### src/rtl/bcs_pkg.sv
package bcs_pkg;

  localparam int STEP_W = 3;

  typedef enum logic [2:0] {
    OP_CLEAR_ALL = 3'd0,
    OP_SEL_CLEAR = 3'd1,
    OP_TO_LOCAL  = 3'd2,
    OP_TRIGGER   = 3'd3,
    OP_REMOTE    = 3'd4
  } op_e;

  typedef enum logic [1:0] {
    K_AUX      = 2'd0,
    K_CMD      = 2'd1,
    K_AUX_LAST = 2'd2
  } kind_e;

  typedef struct packed {
    kind_e      kind;
    logic [7:0] val;
  } step_t;

  typedef enum logic [2:0] {
    ST_IDLE, ST_FETCH, ST_WRITE, ST_GAP, ST_READ, ST_SETTLE, ST_DONE
  } state_e;

  // chip register selects
  localparam logic [2:0] SEL_STATUS = 3'd0;
  localparam logic [2:0] SEL_AUX    = 3'd3;
  localparam logic [2:0] SEL_OUT    = 3'd7;

  // auxiliary command codes
  localparam logic [7:0] AUX_TAKE_CTRL = 8'h0C;
  localparam logic [7:0] AUX_STANDBY   = 8'h0B;
  localparam logic [7:0] AUX_TALK_ONLY = 8'h8A;
  localparam logic [7:0] AUX_REMOTE_ON = 8'h90;

  // bus command bytes
  localparam logic [7:0] BYTE_UNLISTEN  = 8'h3F;
  localparam logic [7:0] BYTE_UNTALK    = 8'h5F;
  localparam logic [7:0] BYTE_DEV_CLEAR = 8'h14;
  localparam logic [7:0] BYTE_SEL_CLEAR = 8'h04;
  localparam logic [7:0] BYTE_TO_LOCAL  = 8'h01;
  localparam logic [7:0] BYTE_TRIGGER   = 8'h08;
  localparam logic [7:0] LISTEN_BASE    = 8'h20;

  localparam logic [7:0] BYTE_OUT_MASK  = 8'h10;

  function automatic logic op_valid(input logic [2:0] op);
    return op <= 3'd4;
  endfunction

  function automatic int max3(input int a, input int b, input int c);
    int m;
    m = (a > b) ? a : b;
    return (m > c) ? m : c;
  endfunction

endpackage

### src/rtl/bcs_step_rom.sv
module bcs_step_rom
  import bcs_pkg::*;
(
  input  logic [2:0]        op,
  input  logic [4:0]        addr,
  input  logic [STEP_W-1:0] idx,
  output step_t             step
);

  logic [7:0] listen_byte;
  logic [7:0] cmd_byte;

  assign listen_byte = LISTEN_BASE + {3'b000, addr};

  always_comb begin
    case (op)
      OP_SEL_CLEAR: cmd_byte = BYTE_SEL_CLEAR;
      OP_TO_LOCAL:  cmd_byte = BYTE_TO_LOCAL;
      default:      cmd_byte = BYTE_TRIGGER;
    endcase
  end

  // shared addressing prefix: take control, unlisten, talk-only, listen address
  function automatic step_t addr_step(input logic [STEP_W-1:0] k, input logic [7:0] lb);
    step_t s;
    case (k)
      3'd0:    s = '{kind: K_AUX, val: AUX_TAKE_CTRL};
      3'd1:    s = '{kind: K_CMD, val: BYTE_UNLISTEN};
      3'd2:    s = '{kind: K_AUX, val: AUX_TALK_ONLY};
      default: s = '{kind: K_CMD, val: lb};
    endcase
    return s;
  endfunction

  always_comb begin
    step = '{kind: K_AUX_LAST, val: AUX_STANDBY};
    case (op)
      OP_CLEAR_ALL: begin
        case (idx)
          3'd0: step = '{kind: K_AUX, val: AUX_TAKE_CTRL};
          3'd1: step = '{kind: K_CMD, val: BYTE_UNLISTEN};
          3'd2: step = '{kind: K_CMD, val: BYTE_UNTALK};
          3'd3: step = '{kind: K_CMD, val: BYTE_DEV_CLEAR};
          default: ;
        endcase
      end
      OP_REMOTE: begin
        if (idx == 3'd0)
          step = '{kind: K_AUX, val: AUX_REMOTE_ON};
        else if (idx <= 3'd4)
          step = addr_step(idx - 3'd1, listen_byte);
      end
      default: begin
        if (idx <= 3'd3)
          step = addr_step(idx, listen_byte);
        else if (idx == 3'd4)
          step = '{kind: K_CMD, val: cmd_byte};
      end
    endcase
  end

endmodule

### src/rtl/bcs_down_timer.sv
module bcs_down_timer #(
  parameter int W = 8
) (
  input  logic         clk,
  input  logic         rst_n,
  input  logic         load,
  input  logic [W-1:0] load_val,
  input  logic         dec,
  output logic         zero
);

  logic [W-1:0] cnt_q, cnt_d;

  always_comb begin
    cnt_d = cnt_q;
    if (load)
      cnt_d = load_val;
    else if (dec && (cnt_q != '0))
      cnt_d = cnt_q - 1'b1;
  end

  always_ff @(posedge clk or negedge rst_n) begin
    if (!rst_n) cnt_q <= '0;
    else        cnt_q <= cnt_d;
  end

  assign zero = (cnt_q == '0);

endmodule

### src/rtl/bus_cmd_sequencer.sv
module bus_cmd_sequencer
  import bcs_pkg::*;
#(
  parameter int STROBE_W   = 4,
  parameter int POLL_GAP   = 6,
  parameter int SETTLE_CYC = 200,
  parameter int POLL_LIMIT = 8
) (
  input  logic       clk,
  input  logic       rst_n,
  input  logic       start,
  input  logic [2:0] opcode,
  input  logic [4:0] dev_addr,
  input  logic [7:0] din,
  output logic       busy,
  output logic       done,
  output logic       error,
  output logic [2:0] reg_sel,
  output logic       rd_n,
  output logic       wr_n,
  output logic [7:0] dout,
  output logic       dout_oe
);

  localparam int TMR_MAX = max3(STROBE_W, POLL_GAP, SETTLE_CYC);
  localparam int TMR_W   = $clog2(TMR_MAX + 1);
  localparam int PC_W    = $clog2(POLL_LIMIT + 1);
  localparam logic [TMR_W-1:0] T_STROBE = TMR_W'(STROBE_W - 1);
  localparam logic [TMR_W-1:0] T_GAP    = TMR_W'(POLL_GAP - 1);
  localparam logic [TMR_W-1:0] T_SETTLE = TMR_W'(SETTLE_CYC - 1);
  localparam logic [PC_W-1:0]  P_LIMIT  = PC_W'(POLL_LIMIT - 1);

  // reset: asserted asynchronously, released on the clock
  logic [1:0] rst_sync_q;
  logic       rst_i_n;

  always_ff @(posedge clk or negedge rst_n) begin
    if (!rst_n) rst_sync_q <= 2'b00;
    else        rst_sync_q <= {rst_sync_q[0], 1'b1};
  end
  assign rst_i_n = rst_sync_q[1];

  state_e            state_q, state_d;
  logic [STEP_W-1:0] step_q, step_d;
  logic [2:0]        op_q, op_d;
  logic [4:0]        addr_q, addr_d;
  logic [7:0]        dout_q, dout_d;
  logic [2:0]        sel_q, sel_d;
  logic              wr_n_q, wr_n_d;
  logic              rd_n_q, rd_n_d;
  logic              err_q, err_d;

  logic              tmr_load, tmr_zero;
  logic [TMR_W-1:0]  tmr_val;
  logic              pc_load, pc_dec, pc_zero;
  step_t             cur;

  bcs_step_rom u_rom (
    .op   (op_q),
    .addr (addr_q),
    .idx  (step_q),
    .step (cur)
  );

  bcs_down_timer #(.W(TMR_W)) u_phase_tmr (
    .clk      (clk),
    .rst_n    (rst_i_n),
    .load     (tmr_load),
    .load_val (tmr_val),
    .dec      (1'b1),
    .zero     (tmr_zero)
  );

  bcs_down_timer #(.W(PC_W)) u_poll_budget (
    .clk      (clk),
    .rst_n    (rst_i_n),
    .load     (pc_load),
    .load_val (P_LIMIT),
    .dec      (pc_dec),
    .zero     (pc_zero)
  );

  // next-state logic
  always_comb begin
    state_d  = state_q;
    step_d   = step_q;
    op_d     = op_q;
    addr_d   = addr_q;
    dout_d   = dout_q;
    sel_d    = sel_q;
    wr_n_d   = wr_n_q;
    rd_n_d   = rd_n_q;
    err_d    = err_q;
    tmr_load = 1'b0;
    tmr_val  = '0;
    pc_load  = 1'b0;
    pc_dec   = 1'b0;
    case (state_q)
      ST_IDLE: begin
        if (start && op_valid(opcode)) begin
          op_d    = opcode;
          addr_d  = dev_addr;
          step_d  = '0;
          err_d   = 1'b0;
          state_d = ST_FETCH;
        end
      end
      ST_FETCH: begin
        sel_d    = (cur.kind == K_CMD) ? SEL_OUT : SEL_AUX;
        dout_d   = cur.val;
        wr_n_d   = 1'b0;
        tmr_load = 1'b1;
        tmr_val  = T_STROBE;
        state_d  = ST_WRITE;
      end
      ST_WRITE: begin
        if (tmr_zero) begin
          wr_n_d = 1'b1;
          if (cur.kind == K_CMD) begin
            pc_load  = 1'b1;
            tmr_load = 1'b1;
            tmr_val  = T_GAP;
            state_d  = ST_GAP;
          end else if (cur.kind == K_AUX_LAST) begin
            tmr_load = 1'b1;
            tmr_val  = T_SETTLE;
            state_d  = ST_SETTLE;
          end else begin
            step_d  = step_q + 1'b1;
            state_d = ST_FETCH;
          end
        end
      end
      ST_GAP: begin
        if (tmr_zero) begin
          sel_d    = SEL_STATUS;
          rd_n_d   = 1'b0;
          tmr_load = 1'b1;
          tmr_val  = T_STROBE;
          state_d  = ST_READ;
        end
      end
      ST_READ: begin
        if (tmr_zero) begin
          rd_n_d = 1'b1;
          if ((din & BYTE_OUT_MASK) != 8'h00) begin
            step_d  = step_q + 1'b1;
            state_d = ST_FETCH;
          end else if (pc_zero) begin
            err_d   = 1'b1;
            state_d = ST_DONE;
          end else begin
            pc_dec   = 1'b1;
            tmr_load = 1'b1;
            tmr_val  = T_GAP;
            state_d  = ST_GAP;
          end
        end
      end
      ST_SETTLE: begin
        if (tmr_zero) state_d = ST_DONE;
      end
      ST_DONE:  state_d = ST_IDLE;
      default:  state_d = ST_IDLE;
    endcase
  end

  // register process
  always_ff @(posedge clk or negedge rst_i_n) begin
    if (!rst_i_n) begin
      state_q <= ST_IDLE;
      step_q  <= '0;
      op_q    <= '0;
      addr_q  <= '0;
      dout_q  <= '0;
      sel_q   <= SEL_STATUS;
      wr_n_q  <= 1'b1;
      rd_n_q  <= 1'b1;
      err_q   <= 1'b0;
    end else begin
      state_q <= state_d;
      step_q  <= step_d;
      op_q    <= op_d;
      addr_q  <= addr_d;
      dout_q  <= dout_d;
      sel_q   <= sel_d;
      wr_n_q  <= wr_n_d;
      rd_n_q  <= rd_n_d;
      err_q   <= err_d;
    end
  end

  assign busy    = (state_q != ST_IDLE) && (state_q != ST_DONE);
  assign done    = (state_q == ST_DONE);
  assign error   = err_q;
  assign reg_sel = sel_q;
  assign rd_n    = rd_n_q;
  assign wr_n    = wr_n_q;
  assign dout    = dout_q;
  assign dout_oe = ~wr_n_q;

  AST_STROBES_EXCLUSIVE: assert property (@(posedge clk) disable iff (!rst_i_n)
    !(!rd_n_q && !wr_n_q));
  AST_READ_ONLY_STATUS: assert property (@(posedge clk) disable iff (!rst_i_n)
    !rd_n_q |-> (sel_q == SEL_STATUS));
  AST_WRITE_HOLD: assert property (@(posedge clk) disable iff (!rst_i_n)
    (!wr_n_q && $past(!wr_n_q)) |-> ($stable(dout_q) && $stable(sel_q)));
  AST_NO_WRITE_WHILE_POLL: assert property (@(posedge clk) disable iff (!rst_i_n)
    (state_q == ST_GAP || state_q == ST_READ) |-> wr_n_q);
  AST_DONE_ONE_CYCLE: assert property (@(posedge clk) disable iff (!rst_i_n)
    done |=> !done);
  AST_ERR_RISES_AT_DONE: assert property (@(posedge clk) disable iff (!rst_i_n)
    $rose(err_q) |-> done);
  AST_BUSY_IGNORES_START: assert property (@(posedge clk) disable iff (!rst_i_n)
    (busy && start) |=> ($stable(op_q) && $stable(addr_q)));

endmodule

### config.mk
export PLATFORM = sky130hd
export DESIGN_NAME = bus_cmd_sequencer
export DESIGN_NICKNAME = d
export VERILOG_FILES = /design/src/rtl/bcs_pkg.sv /design/src/rtl/bcs_step_rom.sv /design/src/rtl/bcs_down_timer.sv /design/src/rtl/bus_cmd_sequencer.sv
export SDC_FILE = /design/constraint.sdc
export NUM_CORES = 1
export LEC_CHECK = 0
export CAP_MARGIN = 20
export CORE_UTILIZATION = 40
export DETAILED_ROUTE_END_ITERATION = 10
export PLACE_DENSITY = 0.71
export SYNTH_ARGS = -nofsm -noshare
export SYNTH_HDL_FRONTEND = slang
export SYNTH_SLANG_ARGS = --single-unit
### constraint.sdc
create_clock -name clk -period 1.35 [get_ports clk]
set_input_delay 0.135 -clock clk [delete_from_list [all_inputs] [get_ports clk]]
set_output_delay 0.135 -clock clk [all_outputs]
set_load 0.01 [all_outputs]
# ---- Word-level counts from Yosys, hierarchy flattened
# Cells that the tools add are included.
dict set report word_totals {
  register_bits 42
  input_bits 19
  out_inout_bits 17
  elab_cells 137
}
dict set report op_classes {
  addsub 5
  n_lt_le_gt_ge 3
  n_eq_ne 28
  muxes 62
  n_bitwise 1
  reduce_logical 26
}
# op n
set ops {}
lappend ops {{3-bit two-way mux} 20}
lappend ops {{9-bit one-hot mux with 3 select lines} 2}
lappend ops {{10-bit two-way mux} 4}
lappend ops {{8-bit two-way mux} 5}
lappend ops {{10-bit one-hot mux with 4 select lines} 1}
lappend ops {{8-bit one-hot mux with 4 select lines} 1}
lappend ops {{2-bit inequality test, second input constant} 10}
lappend ops {{10-bit one-hot mux with 2 select lines} 1}
lappend ops {{3-bit by 2-bit equality test with 1-bit output, second input constant} 6}
lappend ops {{3-bit one-hot mux with 6 select lines} 1}
lappend ops {{1-bit two-way mux} 17}
lappend ops {{3-bit equality test, second input constant} 5}
lappend ops {{3-bit by 1-bit equality test with 1-bit output, second input constant} 4}
lappend ops {{3-bit zero test} 4}
lappend ops {{2-bit nonzero test} 6}
lappend ops {{5-bit AND reduction} 2}
lappend ops {{3-bit one-hot mux with 3 select lines} 1}
lappend ops {{8-bit zero test} 1}
lappend ops {{4-bit two-way mux} 2}
lappend ops {{4-bit one-hot mux with 2 select lines} 1}
lappend ops {{8-bit nonzero test} 1}
lappend ops {{8-bit by 1-bit subtractor with 8-bit output, second input constant} 1}
lappend ops {{6-bit by 5-bit adder with 7-bit output, first input constant} 1}
lappend ops {{7-bit AND reduction} 1}
lappend ops {{19 further kinds} 27}

# ---- Depth between registers and ports, before layout
# Gate-level depths: netlist of the first run.
dict set report logic_depth {
  depth_word 12
  ltp_mapped 13
  ltp_nobuf 12
}

# ---- Modules after synthesis
# A second synthesis of the first run with hierarchy kept.
dict set report unflattened {
  cells_unflattened 280
  area_unflattened_um2 2688.8
}
# mod instances cells_per_inst area_each_um2 seq_area_each_um2
set by_module_without_submodules {}
lappend by_module_without_submodules {bus_cmd_sequencer 1 130 1475.2 728.2}
lappend by_module_without_submodules {{bcs_down_timer at u_phase_tmr} 1 58 528.0 200.2}
lappend by_module_without_submodules {bcs_step_rom 1 65 415.4 0.0}
lappend by_module_without_submodules {{bcs_down_timer at u_poll_budget} 1 27 270.3 100.1}

# ---- Worst setup path before layout of the first run
# OpenSTA, ideal clock, no wires.
dict set report synth_path {
  kind {register to register}
  start {register step_q[0]}
  end {register step_q[0]}
  setup_time_ns 0.079
  arrival_time_ns 2.819
  required_ns 1.271
  path_slack_ns -1.549
  path_stages_with_launch 13
  path_buffers 1
  period_less_slack_ns 2.899
  path_cell_list {dfrtp_1 ha_1 ha_1 clkbuf_1 nor2_1 a31oi_1 o21ai_0 inv_1 ha_1 nor3_1 a31oi_1 a2111o_1 mux2i_1}
}
dict set report synth_via {
  elab_chain_cells 9
  word_cells_on_any_way 31
  classes_between {add/sub: 2; order compare: 2; eq/ne: 10; mux: 14; reduce/logical: 3}
}
# item line
set synth_lines {}
lappend synth_lines {{start, declared} bus_cmd_sequencer.sv:44} ;# logic [STEP_W-1:0] step_q, step_d;
lappend synth_lines {{start signal, assigned} bus_cmd_sequencer.sv:182} ;# step_q <= step_d;
lappend synth_lines {{3-bit by 1-bit subtractor with 3-bit output} bcs_step_rom.sv:51} ;# step = addr_step(idx - 3'd1, listen_byte);
lappend synth_lines {{3-bit by 2-bit equality test with 1-bit output, or another cell as far along} bcs_step_rom.sv:26} ;# case (k)
lappend synth_lines {{9-bit one-hot mux with 3 select lines} bcs_step_rom.sv:26}
lappend synth_lines {{10-bit two-way mux} bcs_step_rom.sv:50} ;# else if (idx <= 3'd4)
lappend synth_lines {{10-bit two-way mux} bcs_step_rom.sv:48} ;# if (idx == 3'd0)
lappend synth_lines {{10-bit one-hot mux with 2 select lines} bcs_step_rom.sv:37} ;# case (op)
lappend synth_lines {{2-bit equality test / 2-bit by 1-bit equality test with 1-bit output (equally long branches)} {bus_cmd_sequencer.sv:124, bus_cmd_sequencer.sv:119}}
lappend synth_lines {{2-bit inequality test (no line)} n/a}
lappend synth_lines {{7-bit AND reduction (no line)} n/a}
# Several ways; a longest one is shown, not always the timed one. The select of a mux whose other input is x is not followed.
# A chain may end at the register's enable or synchronous reset.

# ---- Worst setup path after layout of the first run
# Same ends and word-level chain as after synthesis.

==> results of run 1 <==
[what timing repair did]
| action | in CTS | in global routing |
|---|---|---|
| gates cloned | 3 | 1 |
| hold buffers | 1 | 0 |
| endpoints found under the hold margin | 2 | 0 |
| resized for setup | 72 | 59 |
| endpoints found under the setup margin | 47 | 45 |
| pin swaps | 31 | 26 |
| buffers inserted | 22 | 17 |
[stage by stage]
stage               total power, mW  area (µm²)  utilization (%)  worst slack (ns)
floorplan                      1.30        2950                -             -1.08
detailed placement             1.37        3880             59.7             -1.26
global route                   2.45        4740             73.0             -1.50
CTS                            2.38        4440             68.4             -1.20
finish                         2.38        4740             73.0             -1.37
global placement               1.37        3880             59.7             -1.13
[worst max path at each step]
stage / from / endpoint / slack [ns] / depth (start not counted)
2_1_floorplan: step_q[0] / u_phase_tmr.cnt_q[1] / -1.08 / 11
3_3_place_gp: step_q[0] / u_phase_tmr.cnt_q[1] / -1.13 / 10
3_5_place_dp: step_q[1] / u_phase_tmr.cnt_q[1] / -1.26 / 11
4_1_cts: step_q[1] / u_phase_tmr.cnt_q[1] / -1.20 / 11
5_1_grt: step_q[0] / step_q[0] / -1.50 / 12
6_report: step_q[0] / step_q[0] / -1.37 / 12
[flip-flops by register name, summed over array words and instances, names as in the netlist]
name / flops
rst_sync_q: 2
state_q: 3
rd_n: 1
reg_sel: 2
dout: 8
u_phase_tmr.cnt_q: 8
error: 1
op_q: 3
addr_q: 5
wr_n: 1
step_q: 3
u_poll_budget.cnt_q: 4
[kinds of logic after synthesis]
family / after synthesis / share of synthesized area (%)
other cells: 1 / 0.137
flops: 41 / 37.5
simple gates: 98 / 19.6
compound gates: 96 / 22.6
mux: 13 / 5.11
fa+ha+maj: 15 / 6.75
xor+xnor: 9 / 2.87
buf+inv: 32 / 5.56
[Yosys cell counts, types with 4 or more instances]
cell type	count	area share (%)
dfrtp_1	39	36
o21ai_0	27	4.9
nand2b_1	6	1.4
or3_1	4	0.91
nand2_1	26	3.6
a21oi_1	21	3.8
mux2i_1	5	1.8
a31oi_1	4	0.91
o211ai_1	4	1.1
o22ai_1	9	2.1
nor3_1	8	1.5
nor2_1	26	3.6
inv_1	17	2.3
mux2_2	8	3.3
ha_1	14	6.4
buf_2	6	1.1
xnor2_1	7	2.2
[per-layer routing]
metal	global-route usage (%)	up-vias	part of all wire [%]
met2	44.3	160	49
li1	-	1398	-
met4	13.9	0	3.9
met5	0	-	0
met3	4.96	51	6.1
met1	32.1	1514	41
[power breakdown]
group	internal, mW	total (mW)	switching, mW	leakage (nW)
sequential	1.23	1.24	0.00445	0.506
clock	0.549	1.01	0.456	0.0552
combinational	0.0701	0.135	0.0644	1.69
total	1.85	2.38	0.525	2.25
[worst max-delay path, delay by kind of cell, from the launching register on]
kind | cells | cell delay [ns]
AO/OA/AOI/OAI | 4 | 0.81
AND/OR/NAND/NOR | 3 | 0.66
flip-flops | 1 | 0.48
adder cells (fa/ha/maj) | 2 | 0.36
multiplexers | 1 | 0.17
buffers and inverters | 2 | 0.17
[area by class of cell]
class / instances / area (µm²)
well taps: 77 / 96.3
fillers: 420 / 1750
repair buffers: 153 / 1330
clock inverters: 2 / 35.0
multi-input cells: 234 / 2100
flip-flops and latches: 41 / 1030
inverters: 18 / 80.1
clock buffers: 6 / 72.6
[cell usage in the layout, fill, tap and decap left out, types with 5 or more instances in the layout]
| cell type | n |
|---|---|
| a21oi_1 | 11 |
| a21oi_2 | 10 |
| buf_4 | 106 |
| buf_6 | 15 |
| clkbuf_8 | 5 |
| clkdlybuf4s50_1 | 15 |
| dfrtp_1 | 35 |
| dlygate4sd2_1 | 6 |
| dlymetal6s2s_1 | 5 |
| ha_4 | 10 |
| inv_1 | 9 |
| inv_2 | 5 |
| mux2_2 | 8 |
| mux2i_1 | 5 |
| nand2_1 | 20 |
| nand2_4 | 5 |
| nor2_1 | 19 |
| nor2_4 | 5 |
| o21ai_0 | 6 |
| o21ai_1 | 12 |
| o21ai_2 | 9 |
| o22ai_1 | 5 |
| xnor2_1 | 6 |
==> flow_metrics.tcl, run 1 <==
set metrics [dict create \
    status "finished with violations" \
    violations "design-rule violations, negative setup slack" \
    whs_ns 0.187 \
    crit_arrival_ns 2.95 \
    syn_nets 338 \
    finalWirelength_um 10100 \
    drv_cap 0 \
    die_h_um 84.8 \
    syn2layout_area_growth_pct 72.8 \
    critPathMostFrequentCell "ha_4" \
    crit_path_max_fanout 4 \
    power.leakage_nw 2.25 \
    hold_class "register to async pin" \
    coreArea_mm2 0.00649 \
    cts_tree "done" \
    fmax_mhz 367 \
    synth_warnings 0 \
    vias_per_cell 5.88 \
    fin_crit_sh_pct 202 \
    max_stage_delay_ns 0.48 \
    clk_latency_ns 0.30 \
    r2r-start "step_q[0]" \
    numCtsBuffers 5 \
    start_util_pct 42.3 \
    p_per_area_mw_per_mm2 501 \
    r2r_end "step_q[0]" \
    dpl.hpwl_um 5830 \
    final_cells 531 \
    place_congestion 0.896 \
    rrSetupSlack_ns -1.37 \
    skew_ns 0.00719 \
    synth.distinct_cells 64 \
    dieWidth_um 84.8 \
    tns_ns -24.90 \
    ys_seq_area_share_pct 37.5 \
    reg2reg_depth 12 \
    crit_path_top_delay_cell "dfrtp_2" \
    postSynth.asyncResetShare_pct 100 \
    num_vias 3123 \
    grt_first_pass_wirelength_um 14800 \
    syn-cell-area_mm2 0.00275 \
    grt_usage_pct 26.3 \
    synth-edff-count 0 \
    grt_pass1_vias 3080 \
    end_kind "register" \
    dieArea_mm2 0.00720 \
    grt_antenna_before_repair 0 \
    final-hold-violation-count 0 \
    drc 2 \
    ys_ff_latch 41 \
    cts-root-buf "clkbuf_8" \
    h-tree-depth 2 \
    critical_path_required_ns 1.57 \
    dr.pass1.iters 8 \
    drive_gt1_share_pct 54.4 \
    placed_cells 485 \
    layout.nets 486 \
    cts.sinks 41 \
    fin_ws_ns -1.37 \
    synthFlopType "dfrtp_1" \
    rsz0062_at_grt "true" \
    wl_per_cell_um 19.0 \
    ir_drop_mv 0.462 \
    clock_path_buffers 2 \
    period_needed_ns 2.72 \
    portBuffers 28 \
    ios 36 \
    detail-route-antenna-nets 0 \
    slew_violations 0 \
    synthCells 305 \
    worst_setup_path_start_kind "register" \
    setup_viol 32 \
    grt_max_degree 31 \
    critical_path_class "register to register" \
    antenna_cells 0 \
    drtIter0Drc 312 \
    path_cells "inv_4 -> ha_4 -> or3_4 -> a21oi_2 -> nand2_1 -> o21ai_2 -> inv_2 -> ha_4 -> nor3_2 -> a31oi_1 -> a2111o_1 -> mux2i_1" \
    synth_area_per_cell_um2 9.00 \
    grt_remaining_overflow 0 \
    rows 29 \
    clk_pin_slew_worst_paths_ns 0.08 \
]
Power figures use the tool's default switching activity.
==> run 2: changes to the inputs <==
--- a/config.mk
+++ b/config.mk
@@ -6,6 +6,7 @@
 export NUM_CORES = 1
 export LEC_CHECK = 0
 export CAP_MARGIN = 20
+export CORE_MARGIN = 2
 export CORE_UTILIZATION = 40
 export DETAILED_ROUTE_END_ITERATION = 10
 export PLACE_DENSITY = 0.71
==> constraint.sdc (replaced) <==
create_clock -name clk -period 1.35 [get_ports clk]
set_input_delay 0.2025 -clock clk [delete_from_list [all_inputs] [get_ports clk]]
set_output_delay 0.2025 -clock clk [all_outputs]
set_load 0.01 [all_outputs]
==> run 2 against run 1 <==
The flow finishes with violations (negative setup slack). Total power increased by 1.7%. Register-to-register slack improved by 0.02 ns. Hold slack worse by 0.14 ns. Combinational power is 8% lower. Critical path depth decreased by 1. Fmax up 0.85%. Utilization down 5.1 points. Setup slack improved by 0.023 ns. Clock-buffer cell count did not move. Largest cell class unchanged.
==> flow_metrics.tcl, run 2 (synthesis results as in run 1) <==
set metrics [dict create \
    critical_path_class "register to register" \
    fmax_mhz 370 \
    coreArea_mm2 0.00672 \
    grt_antenna_before_repair 0 \
    reg2reg_depth 11 \
    multi_input_area_mm2 0.00203 \
    grt_usage_pct 24.7 \
    clk_latency_ns 0.31 \
    die_h_um 86.8 \
    num_vias 2927 \
    cts-root-buf "clkbuf_8" \
    cts_hold_buf 0 \
    cp_top_family "compound AO/OA/AOI/OAI gates" \
    slew_violations 0 \
    dieWidth_um 86.8 \
    worst_setup_path_start_kind "register" \
    startpoint "step_q[0]" \
    numCtsBuffers 5 \
    whs_ns 0.0503 \
    period_needed_ns 2.70 \
    detail-route-antenna-nets 0 \
    fin_crit_sh_pct 200 \
    num-fill-cells 494 \
    final_common_cell "buf_4" \
    grt_pass1_vias 2969 \
    final_cell_mix "buf_4 (101), dfrtp_1 (35), nand2_1 (23)" \
    antenna_cells 0 \
    finalWirelength_um 9250 \
    h-tree-depth 2 \
    fin_ws_ns -1.35 \
    drive_gt1_share_pct 50.5 \
    drc 0 \
    portBuffers 28 \
    cts.sinks 41 \
    critical_path_required_ns 1.58 \
    drv_cap 0 \
    p_per_area_mw_per_mm2 529 \
    seq_area_mm2 0.00103 \
    clock_path_buffers 2 \
    grt_remaining_overflow 0 \
    hold_class "primary input to async pin" \
    status "finished with violations" \
    grt_first_pass_wirelength_um 14400 \
    clk_pin_slew_worst_paths_ns 0.09 \
    cts_tree "done" \
    layout.nets 476 \
    cp_num_buf_inv 1 \
    dieArea_mm2 0.00754 \
    violations "negative setup slack" \
    r2r_end "u_phase_tmr.cnt_q[1]" \
    crit_path_max_fanout 4 \
    dpl.hpwl_um 6030 \
    end_kind "register" \
    grt_max_degree 34 \
    total_power_mw 2.42 \
    rows 30 \
    max_stage_delay_ns 0.47 \
    rrSetupSlack_ns -1.35 \
    drtIter0Drc 281 \
    skew_ns 0.00330 \
    crit_path_top_delay_cell "dfrtp_2" \
    ir_drop_mv 0.416 \
    wl_per_cell_um 17.7 \
    dr.pass1.iters 6 \
    path_cells "inv_4 -> ha_4 -> or3_4 -> a21oi_2 -> nand2_1 -> o21ai_2 -> ha_4 -> or3_4 -> a21oi_4 -> o211ai_1 -> o211ai_1" \
    start_util_pct 40.9 \
    ios 36 \
    crit_arrival_ns 2.93 \
    r2r-start "step_q[0]" \
    syn2layout_area_growth_pct 66.2 \
    final-hold-violation-count 0 \
    vias_per_cell 5.59 \
    place_congestion 0.898 \
    power.leakage_nw 2.09 \
    rsz0062_at_grt "true" \
    setup_viol 33 \
]
==> run 2: cell count changes in the layout (fill, tap and decap cells not counted), sizes merged, moves of 3 or more <==
cell,delta
dlymetal6s2s,-5
clkdlybuf4s15,+3
buf,-7
clkdlybuf4s50,-4
dlygate4sd2,+6
==> run 2: layout make-up <==
type	instances	share of cell area, %
Sequential cell	41	22.6
Inverter	18	1.75
Timing Repair Buffer	144	26.6
Tap cell	80	2.19
Clock inverter	2	0.850
Clock buffer	6	1.59
Multi-Input combinational cell	233	44.4
==> run 2: worst max path at each step <==
stage	end	slack (ns)	depth (start not counted)
floorplan	u_phase_tmr.cnt_q[1]	-1.08	11
global placement	u_phase_tmr.cnt_q[1]	-1.16	10
detailed placement	u_phase_tmr.cnt_q[1]	-1.27	11
CTS	step_q[0]	-1.20	11
global route	u_phase_tmr.cnt_q[1]	-1.47	11
finish	u_phase_tmr.cnt_q[1]	-1.35	11
==> run 2: power by group <==
group	internal, mW	switching [mW]	leakage, nW	total [mW]
registers	1.23	0.00727	0.506	1.24
clock network	0.556	0.496	0.0554	1.05
logic	0.0629	0.0613	1.52	0.124
==> run 2: worst register-to-register path: cells and delay by family, from the launching register on <==
kind / cells / cell delay [ns]
buffers and inverters: 1 / 0.07
AO/OA/AOI/OAI: 5 / 0.85
adder cells (fa/ha/maj): 2 / 0.44
flip-flops: 1 / 0.47
AND/OR/NAND/NOR: 3 / 0.82
==> run 2: stage by stage <==
stage | instance area, µm² | setup slack, ns | util [%] | TNS (ns) | std cells
detailed placement | 3950 | -1.27 | 58.8 | -26.90 | 495
global placement | 3950 | -1.16 | 58.8 | -24.64 | 495
global route | 4560 | -1.47 | 67.9 | -27.21 | 524
CTS | 4410 | -1.20 | 65.6 | -21.88 | 520
floorplan | 2950 | -1.08 | - | -17.05 | 305
finish | 4560 | -1.35 | 67.9 | -24.08 | 524
==> run 2: metal layers <==
| metal | global-route usage, % | routed length (µm) | vias to the layer above |
|---|---|---|---|
| li1 | - | - | 1374 |
| met1 | 32.4 | 3750 | 1408 |
| met2 | 42.0 | 4790 | 116 |
| met3 | 3.05 | 475 | 29 |
| met4 | 7.95 | 233 | 0 |
| met5 | 0 | 0 | - |
==> run 2: repair_timing <==
| item | CTS | global route |
|---|---|---|
| pin swaps | 31 | 23 |
| setup endpoints to repair | 56 | 43 |
| gates resized for setup | 84 | 30 |
| buffers inserted | 17 | 8 |
| cloned | 1 | 0 |
